### src/rtl/l1c_pkg.sv
// Shared types for the per-line L1 coherence controller.
// Assumes one line and one event served per cycle.
package l1c_pkg;

    typedef enum logic [2:0] {
        ST_I  = 3'd0,
        ST_S  = 3'd1,
        ST_E  = 3'd2,
        ST_M  = 3'd3,
        ST_MI = 3'd4
    } lstate_t;

    typedef enum logic [2:0] {
        EV_NONE  = 3'd0,
        EV_INV   = 3'd1,
        EV_FWD   = 3'd2,
        EV_WBACK = 3'd3,
        EV_REPL  = 3'd4,
        EV_FILL  = 3'd5,
        EV_STORE = 3'd6
    } levent_t;

    localparam logic L2_ACK   = 1'b0;
    localparam logic L2_DATA  = 1'b1;
    localparam logic NET_PUTX = 1'b0;
    localparam logic NET_DATA = 1'b1;

    typedef struct packed {
        logic squash;
        logic pop;
        logic l2_send;
        logic l2_kind;
        logic l2_from_tbe;
        logic net_send;
        logic net_kind;
        logic net_from_tbe;
        logic tbe_alloc;
        logic capture_addr;
    } lact_t;

endpackage

### src/rtl/l1c_event_sel.sv
// Event selector: picks the single event served this cycle by fixed priority.
// Assumes requesters hold dropped events and present them again.
module l1c_event_sel
    import l1c_pkg::*;
(
    input  logic    inv_vld,
    input  logic    fwd_vld,
    input  logic    wback_ack,
    input  logic    repl_vld,
    input  logic    fill_vld,
    input  logic    store_hit,
    output levent_t ev_o
);

    // Priority chain: requests from the shared level ahead of local activity.
    always_comb begin
        if (inv_vld)        ev_o = EV_INV;
        else if (fwd_vld)   ev_o = EV_FWD;
        else if (wback_ack) ev_o = EV_WBACK;
        else if (repl_vld)  ev_o = EV_REPL;
        else if (fill_vld)  ev_o = EV_FILL;
        else if (store_hit) ev_o = EV_STORE;
        else                ev_o = EV_NONE;
    end

endmodule

### src/rtl/l1c_fsm.sv
// Coherence state register and per-event action decode for one line.
// Assumes one event per cycle; actions are valid in the cycle of the event.
module l1c_fsm
    import l1c_pkg::*;
(
    input  logic    clk,
    input  logic    rst_n,
    input  logic    squash_en,
    input  levent_t ev_i,
    input  logic    fill_excl,
    output lstate_t state_o,
    output lact_t   act_o
);

    lstate_t state_q;
    lstate_t state_d;
    lact_t   act_raw;
    logic    leaving;

    // Next-state and action decode for the current state and event.
    always_comb begin
        act_raw = '0;
        state_d = state_q;
        leaving = 1'b0;
        unique case (state_q)
            ST_I: begin
                if (ev_i == EV_INV) begin
                    act_raw.pop     = 1'b1;
                    act_raw.l2_send = 1'b1;
                    act_raw.l2_kind = L2_ACK;
                end else if (ev_i == EV_FWD) begin
                    act_raw.pop = 1'b1;
                end else if (ev_i == EV_FILL) begin
                    act_raw.capture_addr = 1'b1;
                    state_d = fill_excl ? ST_E : ST_S;
                end
            end
            ST_S: begin
                if (ev_i == EV_INV) begin
                    leaving         = 1'b1;
                    act_raw.pop     = 1'b1;
                    act_raw.l2_send = 1'b1;
                    act_raw.l2_kind = L2_ACK;
                    state_d = ST_I;
                end else if (ev_i == EV_FWD) begin
                    act_raw.pop = 1'b1;
                end else if (ev_i == EV_REPL) begin
                    leaving = 1'b1;
                    state_d = ST_I;
                end
            end
            ST_E, ST_M: begin
                if (ev_i == EV_INV) begin
                    leaving         = 1'b1;
                    act_raw.pop     = 1'b1;
                    act_raw.l2_send = 1'b1;
                    act_raw.l2_kind = (state_q == ST_M) ? L2_DATA : L2_ACK;
                    state_d = ST_I;
                end else if (ev_i == EV_FWD) begin
                    leaving          = 1'b1;
                    act_raw.pop      = 1'b1;
                    act_raw.net_send = 1'b1;
                    act_raw.net_kind = NET_DATA;
                    state_d = ST_I;
                end else if (ev_i == EV_REPL) begin
                    leaving           = 1'b1;
                    act_raw.tbe_alloc = 1'b1;
                    act_raw.net_send  = 1'b1;
                    act_raw.net_kind  = NET_PUTX;
                    state_d = ST_MI;
                end else if (ev_i == EV_STORE && state_q == ST_E) begin
                    state_d = ST_M;
                end
            end
            ST_MI: begin
                if (ev_i == EV_INV) begin
                    act_raw.pop         = 1'b1;
                    act_raw.l2_send     = 1'b1;
                    act_raw.l2_kind     = L2_DATA;
                    act_raw.l2_from_tbe = 1'b1;
                end else if (ev_i == EV_FWD) begin
                    act_raw.pop          = 1'b1;
                    act_raw.net_send     = 1'b1;
                    act_raw.net_kind     = NET_DATA;
                    act_raw.net_from_tbe = 1'b1;
                end else if (ev_i == EV_WBACK) begin
                    state_d = ST_I;
                end
            end
            default: state_d = ST_I;
        endcase
    end

    // Gate the squash notice with the configuration enable.
    always_comb begin
        act_o        = act_raw;
        act_o.squash = leaving & squash_en;
    end

    // State register.
    always_ff @(posedge clk) begin
        if (!rst_n) state_q <= ST_I;
        else        state_q <= state_d;
    end

    assign state_o = state_q;

    AST_SQUASH_LEAVES: assert property (@(posedge clk) disable iff (!rst_n)
        act_o.squash |=> (state_q == ST_I || state_q == ST_MI));
    AST_MI_EXIT_ON_ACK: assert property (@(posedge clk) disable iff (!rst_n)
        ($past(state_q) == ST_MI && state_q != ST_MI) |-> $past(ev_i == EV_WBACK));

endmodule

### src/rtl/l1c_tbe.sv
// Single transaction buffer: keeps the evicted line's address and data.
// Assumes at most one write-back in flight (the state machine enforces it).
module l1c_tbe #(
    parameter int AW = 32,
    parameter int DW = 64
) (
    input  logic          clk,
    input  logic          rst_n,
    input  logic          alloc,
    input  logic [AW-1:0] addr_i,
    input  logic [DW-1:0] data_i,
    output logic [AW-1:0] addr_o,
    output logic [DW-1:0] data_o
);

    logic [AW-1:0] addr_q;
    logic [DW-1:0] data_q;

    // Capture on allocation, hold otherwise.
    always_ff @(posedge clk) begin
        if (!rst_n) begin
            addr_q <= '0;
            data_q <= '0;
        end else if (alloc) begin
            addr_q <= addr_i;
            data_q <= data_i;
        end
    end

    assign addr_o = addr_q;
    assign data_o = data_q;

endmodule

### src/rtl/l1c_delay.sv
// Fixed-latency message pipe modelling a network hop of LAT cycles.
// Assumes no backpressure; LAT of zero gives a wire.
module l1c_delay #(
    parameter int LAT = 1,
    parameter int W   = 8
) (
    input  logic         clk,
    input  logic         rst_n,
    input  logic         in_vld,
    input  logic [W-1:0] in_data,
    output logic         out_vld,
    output logic [W-1:0] out_data
);

    generate
        if (LAT == 0) begin : g_wire
            assign out_vld  = in_vld;
            assign out_data = in_data;
        end else begin : g_pipe
            logic [LAT-1:0]        vld_q;
            logic [LAT-1:0][W-1:0] dat_q;

            // Shift valid bits, cleared by reset.
            always_ff @(posedge clk) begin
                if (!rst_n) begin
                    vld_q <= '0;
                end else begin
                    vld_q[0] <= in_vld;
                    for (int i = 1; i < LAT; i++) vld_q[i] <= vld_q[i-1];
                end
            end

            // Shift payloads alongside the valid bits.
            always_ff @(posedge clk) begin
                dat_q[0] <= in_data;
                for (int i = 1; i < LAT; i++) dat_q[i] <= dat_q[i-1];
            end

            assign out_vld  = vld_q[LAT-1];
            assign out_data = dat_q[LAT-1];
        end
    endgenerate

endmodule

### src/rtl/coh_l1_line_ctrl.sv
// Per-line L1 MESI controller with an optional squash notice to the core.
// Assumes the data array supplies line_data and that messages are never stalled.
module coh_l1_line_ctrl
    import l1c_pkg::*;
#(
    parameter int AW      = 32,
    parameter int DW      = 64,
    parameter int IW      = 4,
    parameter int MSG_LAT = 2,
    parameter int L2_LAT  = 1
) (
    input  logic          clk,
    input  logic          rst_n,
    input  logic          squash_en,
    input  logic          fill_vld,
    input  logic          fill_excl,
    input  logic [AW-1:0] fill_addr,
    input  logic          store_hit,
    input  logic [DW-1:0] line_data,
    input  logic          repl_vld,
    input  logic          inv_vld,
    input  logic          fwd_vld,
    input  logic [IW-1:0] fwd_src,
    input  logic          wback_ack,
    output logic [2:0]    state_o,
    output logic          req_pop,
    output logic          squash_vld,
    output logic [AW-1:0] squash_addr,
    output logic          l2_vld,
    output logic          l2_kind,
    output logic [AW-1:0] l2_addr,
    output logic [DW-1:0] l2_data,
    output logic          net_vld,
    output logic          net_kind,
    output logic [IW-1:0] net_dest,
    output logic [AW-1:0] net_addr,
    output logic [DW-1:0] net_data
);

    localparam int L2W  = 1 + AW + DW;
    localparam int NETW = 1 + IW + AW + DW;

    levent_t       ev;
    lstate_t       state;
    lact_t         act;
    logic [AW-1:0] line_addr_q;
    logic [AW-1:0] tbe_addr;
    logic [DW-1:0] tbe_data;
    logic [L2W-1:0]  l2_in;
    logic [L2W-1:0]  l2_out;
    logic [NETW-1:0] net_in;
    logic [NETW-1:0] net_out;

    l1c_event_sel u_sel (
        .inv_vld   (inv_vld),
        .fwd_vld   (fwd_vld),
        .wback_ack (wback_ack),
        .repl_vld  (repl_vld),
        .fill_vld  (fill_vld),
        .store_hit (store_hit),
        .ev_o      (ev)
    );

    l1c_fsm u_fsm (
        .clk       (clk),
        .rst_n     (rst_n),
        .squash_en (squash_en),
        .ev_i      (ev),
        .fill_excl (fill_excl),
        .state_o   (state),
        .act_o     (act)
    );

    // Line address register, loaded on a fill.
    always_ff @(posedge clk) begin
        if (!rst_n)                line_addr_q <= '0;
        else if (act.capture_addr) line_addr_q <= fill_addr;
    end

    l1c_tbe #(.AW(AW), .DW(DW)) u_tbe (
        .clk    (clk),
        .rst_n  (rst_n),
        .alloc  (act.tbe_alloc),
        .addr_i (line_addr_q),
        .data_i (line_data),
        .addr_o (tbe_addr),
        .data_o (tbe_data)
    );

    // Build message payloads from the line or from the buffer.
    always_comb begin
        l2_in  = {act.l2_kind,
                  act.l2_from_tbe ? tbe_addr : line_addr_q,
                  act.l2_from_tbe ? tbe_data : line_data};
        net_in = {act.net_kind,
                  (act.net_kind == NET_DATA) ? fwd_src : {IW{1'b0}},
                  act.net_from_tbe ? tbe_addr : line_addr_q,
                  act.net_from_tbe ? tbe_data : line_data};
    end

    l1c_delay #(.LAT(L2_LAT), .W(L2W)) u_l2_pipe (
        .clk      (clk),
        .rst_n    (rst_n),
        .in_vld   (act.l2_send),
        .in_data  (l2_in),
        .out_vld  (l2_vld),
        .out_data (l2_out)
    );

    l1c_delay #(.LAT(MSG_LAT), .W(NETW)) u_net_pipe (
        .clk      (clk),
        .rst_n    (rst_n),
        .in_vld   (act.net_send),
        .in_data  (net_in),
        .out_vld  (net_vld),
        .out_data (net_out)
    );

    assign {l2_kind, l2_addr, l2_data}            = l2_out;
    assign {net_kind, net_dest, net_addr, net_data} = net_out;
    assign state_o     = state;
    assign req_pop     = act.pop;
    assign squash_vld  = act.squash;
    assign squash_addr = line_addr_q;

    AST_POP_NEEDS_REQ: assert property (@(posedge clk) disable iff (!rst_n)
        req_pop |-> (inv_vld || fwd_vld));
    AST_NO_SQUASH_OFF: assert property (@(posedge clk) disable iff (!rst_n)
        !squash_en |-> !squash_vld);
    AST_S_EVICT_SILENT: assert property (@(posedge clk) disable iff (!rst_n)
        (state_o == 3'd1 && repl_vld && !inv_vld && !fwd_vld && !wback_ack) |=> !l2_vld);
    AST_MI_NO_SQUASH: assert property (@(posedge clk) disable iff (!rst_n)
        (state_o == 3'd4) |-> !squash_vld);

endmodule

### config.mk
export PLATFORM = sky130hd
export DESIGN_NAME = coh_l1_line_ctrl
export DESIGN_NICKNAME = d
export VERILOG_FILES = /design/src/rtl/l1c_pkg.sv /design/src/rtl/l1c_event_sel.sv /design/src/rtl/l1c_fsm.sv /design/src/rtl/l1c_tbe.sv /design/src/rtl/l1c_delay.sv /design/src/rtl/coh_l1_line_ctrl.sv
export SDC_FILE = /design/constraint.sdc
export NUM_CORES = 1
export LEC_CHECK = 0
export BUFFER_PORTS_ARGS = -buffer_cell sky130_fd_sc_hd__buf_2
export CAP_MARGIN = 0
export CORE_UTILIZATION = 35
export DETAILED_ROUTE_END_ITERATION = 10
export SLEW_MARGIN = 20
export SYNTH_ARGS = -nofsm -noshare
export SYNTH_HDL_FRONTEND = slang
export SYNTH_SLANG_ARGS = --single-unit
### constraint.sdc
create_clock -name clk -period 3.3 [get_ports clk]
set_input_delay 0 -clock clk [delete_from_list [all_inputs] [get_ports clk]]
set_output_delay 0 -clock clk [all_outputs]
set_load 0.02 [all_outputs]
-- Yosys cells after proc, flatten, opt, wreduce, memory -nomap -nowiden
Cells that the tools add are included.
- register bits: 433
- input port bits: 110
- word-level logic and storage cells: 87
- equal/unequal tests: 19
- multiplexer cells: 52
- bitwise logic cells: 1
- reduce and logical (&&, ||, !) cells: 5
- operator list (kind ; number):
    two-way mux 64 bit ; 2
    two-way mux 3 bit ; 22
    two-way mux 32 bit ; 2
    two-way mux 1 bit ; 16
    equality test 3 x 2 -> 1 bit (second input constant) ; 4
    equality test 3 bit (second input constant) ; 4
    two-way mux 2 bit ; 6
    case mux 3 bit (4 select lines) ; 1
    case mux 3 bit (3 select lines) ; 1
    AND reduction 9 bit ; 1
    != test 2 bit (second input constant) ; 4
    equality test 3 x 1 -> 1 bit (second input constant) ; 2
    != test 5 x 1 -> 1 bit (second input constant) ; 1
    != test 2 x 1 -> 1 bit (second input constant) ; 2
    case mux 2 bit (2 select lines) ; 1
    OR reduction 2 bit ; 2
    logical NOT 3 bit ; 1
    != test 3 x 1 -> 1 bit (second input constant) ; 1
    != test 3 x 2 -> 1 bit (second input constant) ; 1
    case mux 1 bit (2 select lines) ; 1
    AND 1 bit ; 1
    logical AND 1 bit ; 1

-- Longest topological paths before layout
Gate-level depths: netlist (run 1).
- depth after elaboration: 13
- depth in mapped cells: 8
- depth with buffers taken out: 4

-- Hierarchy
Synthesis (run 1) repeated with hierarchy kept, for this count alone.
- cells, all modules: 1105
- area, all modules: 14899.3 um2
- modules (own cells, without submodules) (module ; instances ; cells an instance ; area an instance (um2)):
    l1c_delay at u_net_pipe ; 1 ; 307 ; 4854.7
    coh_l1_line_ctrl ; 1 ; 321 ; 3950.0
    l1c_tbe ; 1 ; 309 ; 3662.3
    l1c_delay at u_l2_pipe ; 1 ; 99 ; 1968.1
    l1c_fsm ; 1 ; 61 ; 417.9
    l1c_event_sel ; 1 ; 8 ; 46.3

-- Worst setup path after synthesis (run 1)
Ideal clock, no wire load.
- kind: reg2reg
- from: reg u_fsm.state_q[2], in the netlist u_fsm.state_o[2]
- to: reg u_net_pipe.g_pipe.dat_q[23] in the netlist's numbering
- library setup time: 121 ps
- data arrival time: 2040 ps
- setup slack: 1138 ps
- cell stages (with the launch flop): 8
- buffers on the path: 4
- clock period less this slack: 2162 ps
- path through: dfxtp_1 -> or3b_1 -> buf_2 -> or3_1 -> buf_2 -> buf_6 -> buf_6 -> mux2_4
- longest elaborated chain between the ends: 3
- RTL lines (item ; RTL line ; RTL):
    from (decl) ; l1c_fsm.sv:15 ; lstate_t state_q;
    from (signal assigned) ; l1c_fsm.sv:103 ; else state_q <= state_d;
    equality test 3 bit ; l1c_fsm.sv:25 ; unique case (state_q)
    two-way mux 1 bit ; l1c_fsm.sv:25 ;
    two-way mux 64 bit ; coh_l1_line_ctrl.sv:98 ; act.net_from_tbe ? tbe_data : line_data};
    named net net_in[23] ; coh_l1_line_ctrl.sv:51 ; logic [NETW-1:0] net_in;
    to (decl) ; l1c_delay.sv:21 ; logic [LAT-1:0][W-1:0] dat_q;
The timed path passes the listed nets, and every way through them passes these cells.
A chain may end at the register's enable or synchronous reset.

-- Final worst setup path (run 1)
- from: reg u_fsm.state_q[1], in the netlist u_fsm.state_o[1]
- to: reg u_tbe.addr_q[7], in the netlist u_tbe.addr_o[7]
- longest elaborated chain between the ends: 3
- elaborated cells between the ends (all ways): 4
- RTL lines (item ; RTL line ; RTL):
    equality test 3 x 2 -> 1 bit ; l1c_fsm.sv:25 ;
    OR reduction 2 bit * ; l1c_fsm.sv:25 ;
    two-way mux 1 bit * ; l1c_fsm.sv:25 ;
    to (signal assigned) ; l1c_tbe.sv:25 ; addr_q <= addr_i;
    to (decl) ; l1c_tbe.sv:16 ; logic [AW-1:0] addr_q;
Mark *: on every way between the ends. The rest lies on a longest branch, timed or not.

==> out/qor.txt, run 1 <==
Status -> completed
Worst Hold Path Cells -> 5
Routed vias/inst -> 4.43
Core Box Area -> 39000 sq um
Die W -> 202 um
Combinational fraction of design power -> 5.7%
Clock-pin transition on the worst setup and hold timing paths -> 0.06 ns
Io pins -> 347
Final min period -> 2.56 ns
M1 GR Usage -> 19.9%
Placer Congestion -> 0.723
Die Area -> 40700 sq um
Distinct cells, synth -> 33
Max-slew violation count -> 0
Design area -> 17900 sq um
Antenna-violating nets left -> 0
CTS Buffer Depth -> 3
Layout area overhead -> 28.7%
Internal cell power -> 0.00868 W
Asr flop ratio synth -> 0%
Leak -> 7.77 nW
Post-cts sizing count -> 0
DRT Pass-1 Iters -> 4
DRT Wirelength -> 33.4 mm
Largest net degree at the start of global routing -> 74
Busiest layer in global routing -> met2
Rows -> 72
Synthesized net count -> 1336
Switching share of power -> 21.3%
Dpl hpwl -> 20.9 mm
Syn_area_per_cell -> 11.4 sq um
Synth Flop Type -> dfxtp_1
Sw Pwr -> 0.00235 W
CP required -> 3.69 ns
Flop and latch count out of synthesis -> 433
Sequential share of power -> 49.3%
Cells after Synth -> 1226
Measured slew at the worst slew-check pin -> 0.874 ns
Crit path from -> u_fsm.state_o[1]
Maximum clock frequency -> 390 MHz
GR Util All Layers -> 16.3%
Worst Hold Class -> in -> reg
Hold Path Origin -> fill_vld
Setup Total Neg Slack -> 0 ns
# port buffers -> 346
RSZ-0062 raised after global routing -> no
Nets@finish -> 1679
Worst Path Max Fanout -> 50
CTS Sinks -> 433
Max Cap Viol -> 0
First-pass GRT wire length -> 52.2 mm
Critical path startpoint category -> flip-flop
Average wire per standard cell -> 15.8 um
Final hold violations -> 0
Drt first-iter violations -> 290
Initial antenna violation count -> 4
Worst EP arrival -> 2.95 ns
Synth warn -> 0
Die height -> 202 um
WS Path Type -> reg -> reg
Vias in the first global route -> 9490
Initial core utilization -> 35.8%
CTS Buf Count -> 44
Placed Instance Area -> 15400 sq um
Clk Tree Root Cell -> clkbuf_16
EDFF count, synth -> 0
Pwr Density -> 614 nW/um^2
Share of power burned in the clock network -> 45.0%
H-Tree Depth -> 2
Sequential element share of the synthesized area -> 62.2%
Routing usage on met3 -> 5.20%
Worst vdd ir -> 405 uV
Synthesized area -> 13900 sq um
GRT overflow -> 0
Fin crit share -> 77.6%
Share of layout cells above drive strength 1 -> 38.9%
CTS tree -> built
Normalized max-slew margin -> 41.8%
Worst r2r path cells -> 5
Reg2reg start -> u_fsm.state_o[1]
Clk_skew -> 0.0165 ns
Worst-Skew Late Latency -> 0.55 ns
# setup viols final -> 0
Grt met2 use -> 26.6%
Post-route DRC -> 0
Crit end category -> flip-flop
DR vias -> 9380
-- placed cells by master (no fill, tap or decap), types with 3 or more instances in the layout --
| master | n |
|---|---|
| inv_1 | 3 |
| mux2_4 | 40 |
| and3_1 | 3 |
| buf_2 | 346 |
| nand2b_1 | 3 |
| clkinv_2 | 6 |
| clkbuf_16 | 45 |
| a21oi_1 | 134 |
| mux2_2 | 152 |
| nand2_1 | 258 |
| bufinv_16 | 4 |
| dfxtp_1 | 433 |
| and2_1 | 6 |
| nor3_1 | 3 |
| clkbuf_1 | 6 |
| buf_4 | 6 |
| dlygate4sd3_1 | 107 |
| a211oi_1 | 3 |
| clkbuf_8 | 9 |
| buf_12 | 4 |
-- cell usage after synthesis (2+ instances only) --
| cell type | n | area [sq um] |
|---|---|---|
| a211oi_1 | 3 | 22.5 |
| nand2b_1 | 3 | 18.8 |
| buf_6 | 5 | 56.3 |
| and3_1 | 4 | 25.0 |
| and2_1 | 6 | 37.5 |
| buf_1 | 5 | 18.8 |
| inv_1 | 3 | 11.3 |
| buf_2 | 19 | 95.1 |
| a21oi_1 | 134 | 671 |
| o21ai_0 | 2 | 10.0 |
| dfxtp_1 | 433 | 8670 |
| nor2_1 | 2 | 7.51 |
| nor3_1 | 3 | 15.0 |
| clkbuf_1 | 37 | 139 |
| buf_4 | 100 | 751 |
| nor2b_1 | 2 | 12.5 |
| mux2_2 | 152 | 1710 |
| mux2_4 | 40 | 601 |
| nand3_1 | 2 | 10.0 |
| nand2_1 | 258 | 968 |
-- flip-flops by register name, summed over array words and instances (netlist names) --
signal / cells
u_l2_pipe.out_data: 97
u_tbe.addr_o: 32
u_net_pipe.out_data: 101
u_net_pipe.g_pipe.vld_q: 2
u_tbe.data_o: 64
u_net_pipe.g_pipe.dat_q: 101
u_l2_pipe.out_vld: 1
u_fsm.state_o: 3
squash_addr: 32
-- power by group through the flow --
stage                     Clock, W  Sequential, W  Combinational [W]
after floorplan                  0        0.00561           0.000289
after global placement           0        0.00555           0.000530
after detailed placement         0        0.00555           0.000532
after CTS                  0.00511        0.00544           0.000637
after global routing       0.00533        0.00545           0.000677
final                      0.00496        0.00543           0.000633
-- per-layer routing --
metal | wire length, um | vias up | share of wire (%)
li1 | - | 4647 | -
met1 | 14500 | 4383 | 43
met2 | 15500 | 282 | 46
met3 | 2460 | 64 | 7.4
met4 | 897 | 4 | 2.7
met5 | 29 | - | 0.087
-- through the flow --
step | cells | util [%] | hold slack (ns) | setup WS, ns | power, W
CTS | 2114 | 46.0 | 0.0432 | 0.732 | 0.0112
detailed placement | 1934 | 39.5 | 0.206 | 0.774 | 0.00608
global route | 2116 | 46.0 | 0.129 | 0.525 | 0.0115
finish | 2116 | 46.0 | 0.0983 | 0.738 | 0.0110
global placement | 1934 | 39.5 | 0.199 | 0.838 | 0.00608
floorplan | 1226 | - | 0.122 | 1.14 | 0.00589
-- critical path, stage by stage (launching register included) --
cell	delay, ns
dfxtp_1	0.42
nor2b_1	0.56
nand3_4	0.70
buf_12	0.43
nand2_1	0.12
a21oi_1	0.07
-- logic make-up after synthesis --
logic type	share of synthesized area, %
AOI/OAI and AO/OA	5.32
buffers and inverters	7.71
DFF	62.2
muxes	16.6
and+or+nand+nor	8.24
-- timing repair --
action | 4_1_cts | 5_1_grt
buffers inserted | 0 | 0
endpoints found under the hold margin | 236 | 0
hold buffers | 107 | 0
-- cell type report --
cell class | count | area (sq um)
Clock inverter | 13 | 174
Fill cell | 3566 | 21100
Clock buffer | 60 | 1270
Antenna cell | 2 | 5.00
Tap cell | 518 | 648
Sequential cell | 433 | 8670
Multi-Input combinational cell | 623 | 4230
Inverter | 4 | 17.5
Timing Repair Buffer | 463 | 2930
-- final timing paths --
check	to	slack (ns)
worst max-delay path	u_tbe.addr_o[7]	0.74
worst min-delay path	u_fsm.state_o[1]	0.1
worst max register to register	u_tbe.addr_o[7]	0.74
worst min register to register	u_net_pipe.out_data[25]	0.32
No activity file was read; power rests on OpenSTA's default activity.
==> run 2: changes to the inputs <==
--- a/config.mk
+++ b/config.mk
@@ -5,6 +5,7 @@
 export SDC_FILE = /design/constraint.sdc
 export NUM_CORES = 1
 export LEC_CHECK = 0
+export ABC_AREA = 1
 export BUFFER_PORTS_ARGS = -buffer_cell sky130_fd_sc_hd__buf_2
 export CAP_MARGIN = 0
 export CORE_UTILIZATION = 35
==> constraint.sdc (replaced) <==
create_clock -name clk -period 2.4 [get_ports clk]
set_input_delay 0 -clock clk [delete_from_list [all_inputs] [get_ports clk]]
set_output_delay 0 -clock clk [all_outputs]
set_load 0.02 [all_outputs]
==> run 2 against run 1 <==
Power up 45%. Die area down 2.2%. Wire length down 0.96%. Sequential cell count unchanged. Largest power group unchanged.
==> out/qor.txt, run 2 <==
DRT Wirelength -> 33.1 mm (was 33.4 mm)
Fin crit share -> 93.6% (was 77.6%)
Routed vias/inst -> 4.41 (was 4.43)
Maximum clock frequency -> 445 MHz (was 390 MHz)
CTS tree -> built (unchanged)
Die height -> 199 um (was 202 um)
Worst EP arrival -> 2.74 ns (was 2.95 ns)
First-pass GRT wire length -> 49.1 mm (was 52.2 mm)
Max-slew violation count -> 0 (unchanged)
Dpl hpwl -> 21.5 mm (was 20.9 mm)
Worst Hold Class -> in -> reg (unchanged)
Measured slew at the worst slew-check pin -> 0.618 ns (was 0.874 ns)
GRT overflow -> 0 (unchanged)
Worst vdd ir -> 483 uV (was 405 uV)
Core Box Area -> 38000 sq um (was 39000 sq um)
CTS Buffer Depth -> 3 (unchanged)
Clk Tree Root Cell -> clkbuf_16 (unchanged)
Share of layout cells above drive strength 1 -> 24.0% (was 38.9%)
Syn_area_per_cell -> 9.25 sq um (was 11.4 sq um)
Post-CTS Setup Inserts -> 0 (unchanged)
Commonest non-fill, non-tap cell in the layout -> dfxtp_1 (unchanged)
WL met2 -> 15.3 mm (was 15.5 mm)
CP required -> 2.89 ns (was 3.69 ns)
Most frequent cells in the layout -> 433 x dfxtp_1, 345 x buf_2, 212 x nand2_1, 167 x o21ai_0, 153 x o21ai_1 (was 433 x dfxtp_1, 346 x buf_2, 258 x nand2_1, 152 x mux2_2, 134 x a21oi_1)
CTS Buf Count -> 43 (was 44)
Initial antenna violation count -> 1 (was 4)
Worst-Skew Late Latency -> 0.55 ns (about the same)
DR top layer -> met4 (was met5)
Crit end category -> flip-flop (unchanged)
Pwr Density -> 906 nW/um^2 (was 614 nW/um^2)
Antenna-violating nets left -> 0 (unchanged)
Vias in the first global route -> 9376 (was 9490)
Leak -> 7.94 nW (was 7.77 nW)
Final hold violations -> 0 (unchanged)
Worst Path Max Fanout -> 32 (was 50)
Io pins -> 347 (unchanged)
Design area -> 17700 sq um (was 17900 sq um)
Final min period -> 2.25 ns (was 2.56 ns)
Layout area overhead -> 29.7% (was 28.7%)
Setup Total Neg Slack -> 0 ns (unchanged)
Clock-pin transition on the worst setup and hold timing paths -> 0.07 ns (was 0.06 ns)
Met3 wire length -> 2.31 mm (was 2.46 mm)
Post-synth top area share -> 63.6% (was 62.2%)
Die W -> 199 um (was 202 um)
Placed Instance Area -> 15000 sq um (was 15400 sq um)
DR vias -> 10400 (was 9380)
Most frequent cell after synthesis -> dfxtp_1 (unchanged)
Cells after Synth -> 1474 (was 1226)
# port buffers -> 346 (unchanged)
Normalized max-slew margin -> 58.8% (was 41.8%)
DRT Pass-1 Iters -> 5 (was 4)
Distinct cells, synth -> 21 (was 33)
RSZ-0062 raised after global routing -> no (unchanged)
Post-route DRC -> 0 (unchanged)
Synth warn -> 0 (unchanged)
Die Area -> 39800 sq um (was 40700 sq um)
Synthesized net count -> 1584 (was 1336)
Synth area leader -> dfxtp_1 (unchanged)
Synthesized area -> 13600 sq um (was 13900 sq um)
Average wire per standard cell -> 14.1 um (was 15.8 um)
Synth Flop Type -> dfxtp_1 (unchanged)
Placer Congestion -> 0.766 (was 0.723)
Asr flop ratio synth -> 0% (unchanged)
CTS Sinks -> 433 (unchanged)
H-Tree Depth -> 2 (unchanged)
WS Path Type -> reg -> reg (unchanged)
Largest net degree at the start of global routing -> 75 (was 74)
Ranking of synthesized cells by area -> dfxtp_1 64%, o21ai_0 6.1%, nand2_1 5.9% (was dfxtp_1 62%, mux2_2 12%, nand2_1 6.9%)
Drt first-iter violations -> 394 (was 290)
Critical path startpoint category -> flip-flop (unchanged)
Max Cap Viol -> 0 (unchanged)
# setup viols final -> 0 (unchanged)
Met1 WL -> 14.4 mm (was 14.5 mm)
EDFF count, synth -> 0 (unchanged)
Initial core utilization -> 35.9% (was 35.8%)
Most frequent cells after synthesis -> 433 x dfxtp_1, 213 x nand2_1, 167 x o21ai_0 (was 433 x dfxtp_1, 258 x nand2_1, 152 x mux2_2)
Rows -> 71 (was 72)
Nets@finish -> 1920 (was 1679)
Sequential element share of the synthesized area -> 63.6% (was 62.2%)
Status -> completed (unchanged)
Clk_skew -> 0.0156 ns (was 0.0165 ns)
Flop and latch count out of synthesis -> 433 (unchanged)
GR Util All Layers -> 16.0% (was 16.3%)
-- run 2: cell types whose count changed in the layout (fill, tap and decap cells not counted), sizes merged, moves of 6 or more --
cell,before,now
o21ai,2,320
mux2,192,0
inv,5,122
nor2,2,87
nand2,258,215
a21oi,134,102
dlygate4sd3,107,114
and2,6,0
-- run 2: what timing repair did --
| item | CTS | global route |
|---|---|---|
| hold buffers | 114 | 0 |
| gates resized for setup | 0 | 3 |
| endpoints found under the hold margin | 249 | 0 |
| endpoints found under the setup margin | 0 | 1 |
-- run 2: critical path, stage by stage (launching register included) --
cell and delay (ns):
dfxtp_1 0.33, inv_2 0.08, nand2_1 0.12, nor2_1 0.21, inv_1 0.10, nor2_2 0.15, buf_4 0.35, o21ai_0 0.14
nor2_1 0.14, dlygate4sd3_1 0.56
-- run 2: routing by layer --
layer	vias up	global-route usage, %
met2	299	26.3
met3	66	4.74
met1	4698	19.4
li1	5318	-
met4	0	6.73
met5	-	0
-- run 2: report_power, final --
part,switching [W],total [W],internal [W]
logic,0.000843,0.00138,0.000535
registers,0.000136,0.00768,0.00754
clock network,0.00270,0.00696,0.00426
-- run 2: logic make-up after synthesis --
| family | after synthesis | synth area share (%) |
|---|---|---|
| DFF | 433 | 63.6 |
| AOI/OAI and AO/OA | 424 | 15.6 |
| and+or+nand+nor | 313 | 8.88 |
| buffers and inverters | 304 | 12.0 |
-- run 2: cell type report --
type / instances / area, sq um
diodes: 1 / 2.50
clock buffers: 62 / 1250
clock inverters: 14 / 229
fillers: 3617 / 20300
inverters: 121 / 454
multi-input cells: 738 / 3390
flip-flops and latches: 433 / 8670
well taps: 511 / 639
repair buffers: 473 / 3050
-- run 2: worst paths after layout --
check | from | to | slack, ns | cells past startpoint
setup / recovery | u_fsm.state_o[0] | squash_addr[4] | 0.15 | 9
hold / removal | wback_ack | u_net_pipe.g_pipe.vld_q[0] | 0.12 | 8
setup reg to reg | u_fsm.state_o[0] | squash_addr[4] | 0.15 | 9
hold reg to reg | u_net_pipe.g_pipe.dat_q[73] | u_net_pipe.out_data[73] | 0.32 | 0
-- run 2: stage by stage --
stage          worst slack, ns  power, W  utilization (%)  hold WS [ns]  std cells
2_1_floorplan            0.872   0.00865                -         0.112       1474
3_3_place_gp             0.458   0.00904             39.5         0.218       2161
3_5_place_dp             0.419   0.00906             39.5         0.223       2161
4_1_cts                 0.0462    0.0162             46.4        0.0844       2351
5_1_grt                 0.0172    0.0167             46.5         0.141       2353
6_report                 0.154    0.0160             46.5         0.125       2353
